<file path="config.mk">
export PLATFORM = sky130hd
export DESIGN_NAME = prog_timer
export DESIGN_NICKNAME = d
export VERILOG_FILES = /design/src/rtl/prog_timer.sv
export SDC_FILE = /design/constraint.sdc
export NUM_CORES = 1
export LEC_CHECK = 0
export ABC_AREA = 1
export BUFFER_PORTS_ARGS = -buffer_cell sky130_fd_sc_hd__buf_2
export CORE_MARGIN = 8
export CORE_UTILIZATION = 40
export CTS_CLUSTER_SIZE = 24
export DETAILED_ROUTE_END_ITERATION = 8
export GPL_ROUTABILITY_DRIVEN = 0
export MAX_ROUTING_LAYER = met4
export SLEW_MARGIN = 20
export SYNTH_ARGS = -nofsm -noshare
export SYNTH_HDL_FRONTEND = slang
export SYNTH_SLANG_ARGS = --single-unit
</file>
<file path="constraint.sdc">
create_clock -name clk -period 2.55 [get_ports clk]
set_clock_uncertainty 0.05 [all_clocks]
set_input_delay 0.1275 -clock clk [delete_from_list [all_inputs] [get_ports clk]]
set_output_delay 0.1275 -clock clk [all_outputs]
set_load 0.005 [all_outputs]
</file>
<file path="src/rtl/prog_timer.sv">
module prog_timer #(
  parameter int NCH = 3,
  parameter int CW  = 16
) (
  input  logic           clk,
  input  logic           rst_n,
  input  logic           cnt_en,
  input  logic           wr_en,
  input  logic           rd_en,
  input  logic [1:0]     addr,
  input  logic [7:0]     wdata,
  output logic [7:0]     rdata,
  input  logic [NCH-1:0] gate,
  output logic [NCH-1:0] cnt_out
);
  localparam int BW = CW / 2;

  logic [NCH-1:0][CW-1:0] cnt_q, rld_q, lat_q, ld_val;
  logic [NCH-1:0][BW-1:0] lo_q;
  logic [NCH-1:0][1:0]    acc_q;
  logic [NCH-1:0] rate_q, armed_q, latched_q, wtog_q, rtog_q;
  logic [NCH-1:0] ctl_hit, cap, dwr, drd, dec, ld_fire, rd_done;

  wire ctl_wr = wr_en && (addr == 2'd3);

  always_comb begin
    for (int i = 0; i < NCH; i++) begin
      ctl_hit[i] = ctl_wr && (wdata[7:6] == 2'(i));
      cap[i]     = !latched_q[i] &&
                   ((ctl_hit[i] && wdata[5:4] == 2'd0) ||
                    (ctl_wr && wdata[7:6] == 2'd3 && !wdata[5] && wdata[i+1]));
      dwr[i]     = wr_en && (addr == 2'(i));
      drd[i]     = rd_en && (addr == 2'(i));
      dec[i]     = armed_q[i] && gate[i] && cnt_en;
      ld_fire[i] = dwr[i] && (acc_q[i] != 2'd3 || wtog_q[i]);
      rd_done[i] = drd[i] && (acc_q[i] != 2'd3 || rtog_q[i]);
      case (acc_q[i])
        2'd1:    ld_val[i] = {{BW{1'b0}}, wdata};
        2'd2:    ld_val[i] = {wdata, {BW{1'b0}}};
        default: ld_val[i] = {wdata, lo_q[i]};
      endcase
    end
  end

  always_ff @(posedge clk or negedge rst_n) begin
    if (!rst_n) begin
      cnt_q     <= '0;
      rld_q     <= '0;
      lat_q     <= '0;
      lo_q      <= '0;
      acc_q     <= {NCH{2'd3}};
      rate_q    <= '0;
      armed_q   <= '0;
      latched_q <= '0;
      wtog_q    <= '0;
      rtog_q    <= '0;
      cnt_out   <= '1;
    end else begin
      for (int i = 0; i < NCH; i++) begin
        if (drd[i] && acc_q[i] == 2'd3) rtog_q[i] <= !rtog_q[i];
        if (rd_done[i]) latched_q[i] <= 1'b0;
        if (cap[i]) begin
          lat_q[i]     <= cnt_q[i];
          latched_q[i] <= 1'b1;
        end
        if (ctl_hit[i] && wdata[5:4] != 2'd0) begin
          acc_q[i]     <= wdata[5:4];
          rate_q[i]    <= (wdata[2:1] == 2'b10);
          cnt_out[i]   <= (wdata[2:1] == 2'b10);
          armed_q[i]   <= 1'b0;
          wtog_q[i]    <= 1'b0;
          rtog_q[i]    <= 1'b0;
          latched_q[i] <= 1'b0;
        end else if (ld_fire[i]) begin
          cnt_q[i]   <= ld_val[i];
          rld_q[i]   <= ld_val[i];
          armed_q[i] <= 1'b1;
          wtog_q[i]  <= 1'b0;
          cnt_out[i] <= rate_q[i];
        end else if (dwr[i]) begin
          lo_q[i]    <= wdata;
          wtog_q[i]  <= 1'b1;
          armed_q[i] <= 1'b0;
          if (!rate_q[i]) cnt_out[i] <= 1'b0;
        end else if (dec[i]) begin
          if (rate_q[i] && cnt_q[i] == CW'(1)) begin
            cnt_q[i]   <= rld_q[i];
            cnt_out[i] <= 1'b1;
          end else begin
            cnt_q[i] <= cnt_q[i] - CW'(1);
            if (rate_q[i] && cnt_q[i] == CW'(2)) cnt_out[i] <= 1'b0;
            if (!rate_q[i] && cnt_q[i] == CW'(1)) cnt_out[i] <= 1'b1;
          end
        end
      end
    end
  end

  always_comb begin
    logic [CW-1:0] src;
    rdata = '0;
    src   = '0;
    for (int i = 0; i < NCH; i++) begin
      if (addr == 2'(i)) begin
        src = latched_q[i] ? lat_q[i] : cnt_q[i];
        if (acc_q[i] == 2'd2 || (acc_q[i] == 2'd3 && rtog_q[i]))
          rdata = src[CW-1:BW];
        else
          rdata = src[BW-1:0];
      end
    end
  end
endmodule

</file>
## Yosys cells after proc, flatten, opt, wreduce, memory -nomap -nowiden

Cells that the tools add are included.

| word-level totals | value |
|---|---|
| flip-flop bits (word level) | 192 |
| memories kept | 0 |
| logic and storage cells | 261 |
| memory bits (writable) | 0 |
| output and inout port bits | 11 |
| bits in latches | 0 |
| memory bits (read-only) | 0 |

| operators by class | value |
|---|---|
| order comparisons | 0 |
| shift operators | 0 |
| eq/ne operators | 31 |
| reduce and logical (&&, ||, !) cells | 107 |
| multipliers | 0 |
| div/mod/pow operators | 0 |
| multiplexer cells | 81 |
| add/sub/neg operators | 3 |
| bitwise logic cells | 6 |

Operators by type and width:

| operator | number |
|---|---|
| $mux 16 | 15 |
| $pmux 16 s2 | 3 |
| $mux 1 | 57 |
| $logic_and 1x1->1 | 51 |
| $eq 16x1->1 const B | 3 |
| $eq 16x2->1 const B | 3 |
| $mux 8 | 6 |
| $sub 16x1->16 const B | 3 |
| $reduce_and 3->1 | 9 |
| $eq 2x2->1 const B | 11 |
| $reduce_bool 3->1 | 6 |
| $reduce_bool 6->1 | 3 |
| $reduce_bool 2->1 | 7 |
| $logic_or 1x1->1 | 12 |
| $ne 4x2->1 const B | 3 |
| $reduce_bool 4->1 | 3 |
| $eq 2x1->1 const B | 5 |
| $logic_not 1->1 | 10 |
| $logic_not 2->1 | 3 |
| $ne 2x1->1 const B | 3 |
| $ne 2x2->1 const B | 3 |
| $not 1->1 | 6 |
| $reduce_and 2->1 | 3 |

## Logic depth before layout (Yosys ltp)

| logic depth | value |
|---|---|
| depth after elaboration | 9 |
| mapped depth | 12 |
| gate-level depth less buffers | 11 |

## Worst setup path before layout

OpenSTA, ideal clock, no wires.

| timing path | value |
|---|---|
| path kind | register -> register |
| start point | register acc_q[2] (netlist name) |
| end point | register cnt_q[17] (netlist name) |
| slack | 0.587 ns |
| arrival | 1.797 ns |
| buffers on the path | 2 |
| period minus slack after synthesis | 1.963 ns |
| cell stages (with the launch flop) | 10 |
| required time | 2.384 ns |
| cells stage by stage | dfstp_2 > inv_1 > ha_1 > buf_2 > buf_1 > nor2_1 > a211oi_2 > nor2_1 > nand2_1 > nand2_1 |

| on the way | value |
|---|---|
| cells in the longest elaborated chain, start to end | 5 |
| elaborated cells between the ends (all ways) | 10 |
| those cells by class | eq/ne (4); mux (2); reduce/logical (4) |

Ends and longest elaborated chain:

| element | line | source |
|---|---|---|
| start: declaration | 20 | `logic [NCH-1:0][1:0] acc_q;` |
| start signal: assignment | 51 | `acc_q <= {NCH{2'd3}};` |
| start signal: indexed assignment | 67 | `acc_q[i] <= wdata[5:4];` |
| $ne 2x2->1 | 35 | `ld_fire[i] = dwr[i] && (acc_q[i] != 2'd3 \|\| wtog_q[i]);` |
| $logic_or 1x1->1 | 35 |  |
| $logic_and 1x1->1 | 35 |  |
| $ne 2x1->1 (no line) or $reduce_bool 2->1 (tied branches) | -- |  |
| $reduce_and 3->1 (no line) | -- |  |
| end signal: indexed assignment | 75 | `cnt_q[i] <= ld_val[i];` |
| end signal: indexed assignment | 87 | `cnt_q[i] <= rld_q[i];` |
| end signal: indexed assignment | 90 | `cnt_q[i] <= cnt_q[i] - CW'(1);` |
| end: declaration | 18 | `logic [NCH-1:0][CW-1:0] cnt_q, rld_q, lat_q, ld_val;` |

Several ways; a longest one is shown, not always the timed one.
A chain may end at the register's enable or synchronous reset.

## Worst setup path after layout

| timing path | value |
|---|---|
| start point | register acc_q[0] (netlist name) |
| end point | output rdata[5] |

| on the way | value |
|---|---|
| cells in the longest elaborated chain, start to end | 7 |
| elaborated cells between the ends (all ways) | 8 |
| those cells by class | eq/ne (2); mux (4); reduce/logical (2) |

Ends and longest elaborated chain:

| element | line | source |
|---|---|---|
| $eq 2x2->1 | 106 | `if (acc_q[i] == 2'd2 \|\| (acc_q[i] == 2'd3 && rtog_q[i]))` |
| $logic_and 1x1->1 | 106 |  |
| $logic_or 1x1->1 * | 106 |  |
| $mux 8 * | 106 |  |
| $mux 8 * (3 in a row) | 104 | `if (addr == 2'(i)) begin` |
| end: declaration | 12 | `output logic [7:0] rdata,` |

Every way passes the cells marked *; elsewhere a longest branch is shown, timed or not.

==> reports/metrics.yaml <==
cts:
  clk_pin_slew_ns: 0.08
  cts_sinks: 192
  root_buffer: "clkbuf_16"
  clock_path_buffers: 2
  cts_tree: "built"
  insertion_delay_ns: 0.44
  cts_made_buffers: 17
  htreeDepth: 4
critical_path:
  cp-start-kind: "flip-flop"
  cp-startpoint: "acc_q[0]"
  crit_end: "rdata[5]"
  r2r_cells: 9
  r2r_start: "acc_q[4]"
  rr_endpoint: "cnt_q[32]"
  r2r_slack_ns: 0.26
  critPathMaxFanout: 7
  worstPathArrival_ns: 2.23
  crit_path_end_kind: "output port"
  cp.required_ns: 2.37
  path_class: "flip-flop to output port"
floorplanning:
  coreArea_um2: 27600
  die_h_um: 183
  core.rowCount: 61
  initial_core_util: 0.404
  die-area_um2: 33500
  io_pins: 29
  dieWidth_um: 183
power:
  p_per_area_nw_per_um2: 962
  ir_drop_mv: 0.456
  leakagePower_uw: 0.00597
place:
  hpwl_mm: 23.7
  port_buffers: 28
  place_area_um2: 11600
  pre_cts_ws_ns: 0.292
  dpl.cell_count: 1870
final_layout:
  final_cells: 1904
  final_nets: 1549
  drive_gt1_frac: 0.0983
  diodes: 0
  area_delta_synth_final_pct: 10.2
  final_area_um2: 12300
min_path:
  hp-class: "input port to flip-flop"
  worst_hold_startpoint: "wdata[4]"
outcome:
  status: "finished clean"
routing:
  via_count: 9841
  viasPerCell: 5.17
  drt_iter0_drc: 796
  drtPass1Iterations: 7
  drc: 0
  final_antenna_net_count: 0
  finalWirelength_mm: 32.3
  avgRoutedWirePerCell_um: 17.0
yosys:
  synth_seq_cells: 192
  synth_commonest_cells: "nand2_1, nor2_1, dfrtp_1, inv_1, o21ai_0"
  yosysTopAreaCell: "dfrtp_1"
  syn-num-nets: 1537
  seq_area_frac_synth: 0.431
  syn-cell-area_um2: 11200
  syn_area_per_cell_um2: 7.44
  synth_warnings: 0
  yosysMostFrequentCell: "nand2_1"
  ys_types: 44
  synth_edf_count: 0
  syn_inst: 1501
  synth_top_area_frac: 0.410
  ys_async_sr_fraction: 1.00
  synth.area.top_cells: "dfrtp_1, nand2_1, nor2_1, inv_1, o21ai_0"
  ys.flop_type: "dfrtp_1"
timing:
  min_period_ns: 2.41
  slew_viol_final: 0
  setup_tns_ns: 0
  rsz0062_at_grt: "false"
  fmax_mhz: 416
  setup_viol: 0
  tightest_slew_ns: 0.660
  slew_headroom: 0.560
  final_hold_viol_count: 0
  setup_slack_ns: 0.144
  post-route-period-util: 0.944
job:
  max_cap_viol_count: 0
global_routing:
  grt_pass1_wl_mm: 52.1
  gr-total-overflow: 0
  track_usage: 0.202
  grt_max_degree: 76
  antenna_found_initial: 0
  grt_pass1_vias: 9376
[stage by stage]
step / hold slack (ns) / utilization / total power, uW
finish: 0.0155 / 0.445 / 11800
global route: 0.0407 / 0.445 / 12700
CTS: 0.0115 / 0.444 / 11800
detailed placement: 0.154 / 0.421 / 8950
global placement: 0.149 / 0.421 / 8880
floorplan: -0.218 / - / 7570
[per-layer routing]
| metal | GRT usage | routed length, um | vias up |
|---|---|---|---|
| met5 | - | 0 | - |
| met3 | 0.0301 | 1910 | 43 |
| met2 | 0.293 | 13900 | 263 |
| met4 | 0.0615 | 703 | 0 |
| li1 | - | - | 4864 |
| met1 | 0.288 | 15900 | 4671 |
[registers in the layout, indices dropped and copies added (netlist names)]
name / cells
acc_q: 6
armed_q: 3
cnt_out: 3
cnt_q: 48
lat_q: 48
latched_q: 3
lo_q: 24
rate_q: 3
rld_q: 48
rtog_q: 3
wtog_q: 3
[worst min path at each step]
stage / cells after the start / end / slack (ns)
floorplan: 0 / armed_q[0] / -0.22
global placement: 1 / lat_q[46] / 0.15
detailed placement: 1 / lat_q[46] / 0.15
CTS: 3 / lo_q[4] / 0.01
global route: 3 / lo_q[4] / 0.04
finish: 3 / lo_q[4] / 0.02
[critical path, stage by stage (launching register included)]
cell and delay [ns]:
dfstp_2 0.57, inv_1 0.05, ha_1 0.22, inv_1 0.15, nand2_4 0.10, a21oi_1 0.14
o21ai_0 0.10, o21ai_1 0.16, nand2_1 0.10, nand3_1 0.09, buf_2 0.12
[what timing repair did]
item	4_1_cts	5_1_grt
endpoints found under the setup margin	6	8
gates resized for setup	2	4
pin swaps	0	1
endpoints found under the hold margin	68	0
setup buffers	0	1
hold buffers	1	0
[cell families after synthesis]
kind of cell | synth area share
flip-flops | 0.431
XOR/XNOR | 0.0180
adder cells (fa/ha/maj) | 0.0202
AND/OR/NAND/NOR | 0.273
AO/OA/AOI/OAI | 0.168
buffers and inverters | 0.0901
[cells in the final DEF (no fill, tap or decap), types with 24 or more instances in the layout]
| master | n |
|---|---|
| a21oi_1 | 62 |
| buf_2 | 27 |
| buf_4 | 24 |
| dfrtp_1 | 183 |
| inv_1 | 155 |
| nand2_1 | 403 |
| nand3_1 | 82 |
| nor2_1 | 187 |
| o211ai_1 | 46 |
| o21ai_0 | 98 |
| o21ai_1 | 70 |
[power breakdown]
part / total (uW) / switching, uW / internal, uW
clock: 2850 / 1250 / 1600
combinational: 4290 / 2850 / 1440
sequential: 4690 / 768 / 3920
total: 11800 / 4870 / 6960
[layout make-up]
type / instances / area [um^2]
Clock buffer: 23 / 498
Clock inverter: 9 / 123
Fill cell: 2873 / 15300
Inverter: 164 / 618
Multi-Input combinational cell: 1081 / 5350
Sequential cell: 192 / 4820
Tap cell: 378 / 473
Timing Repair Buffer: 57 / 419
Power figures use the tool's default switching activity.
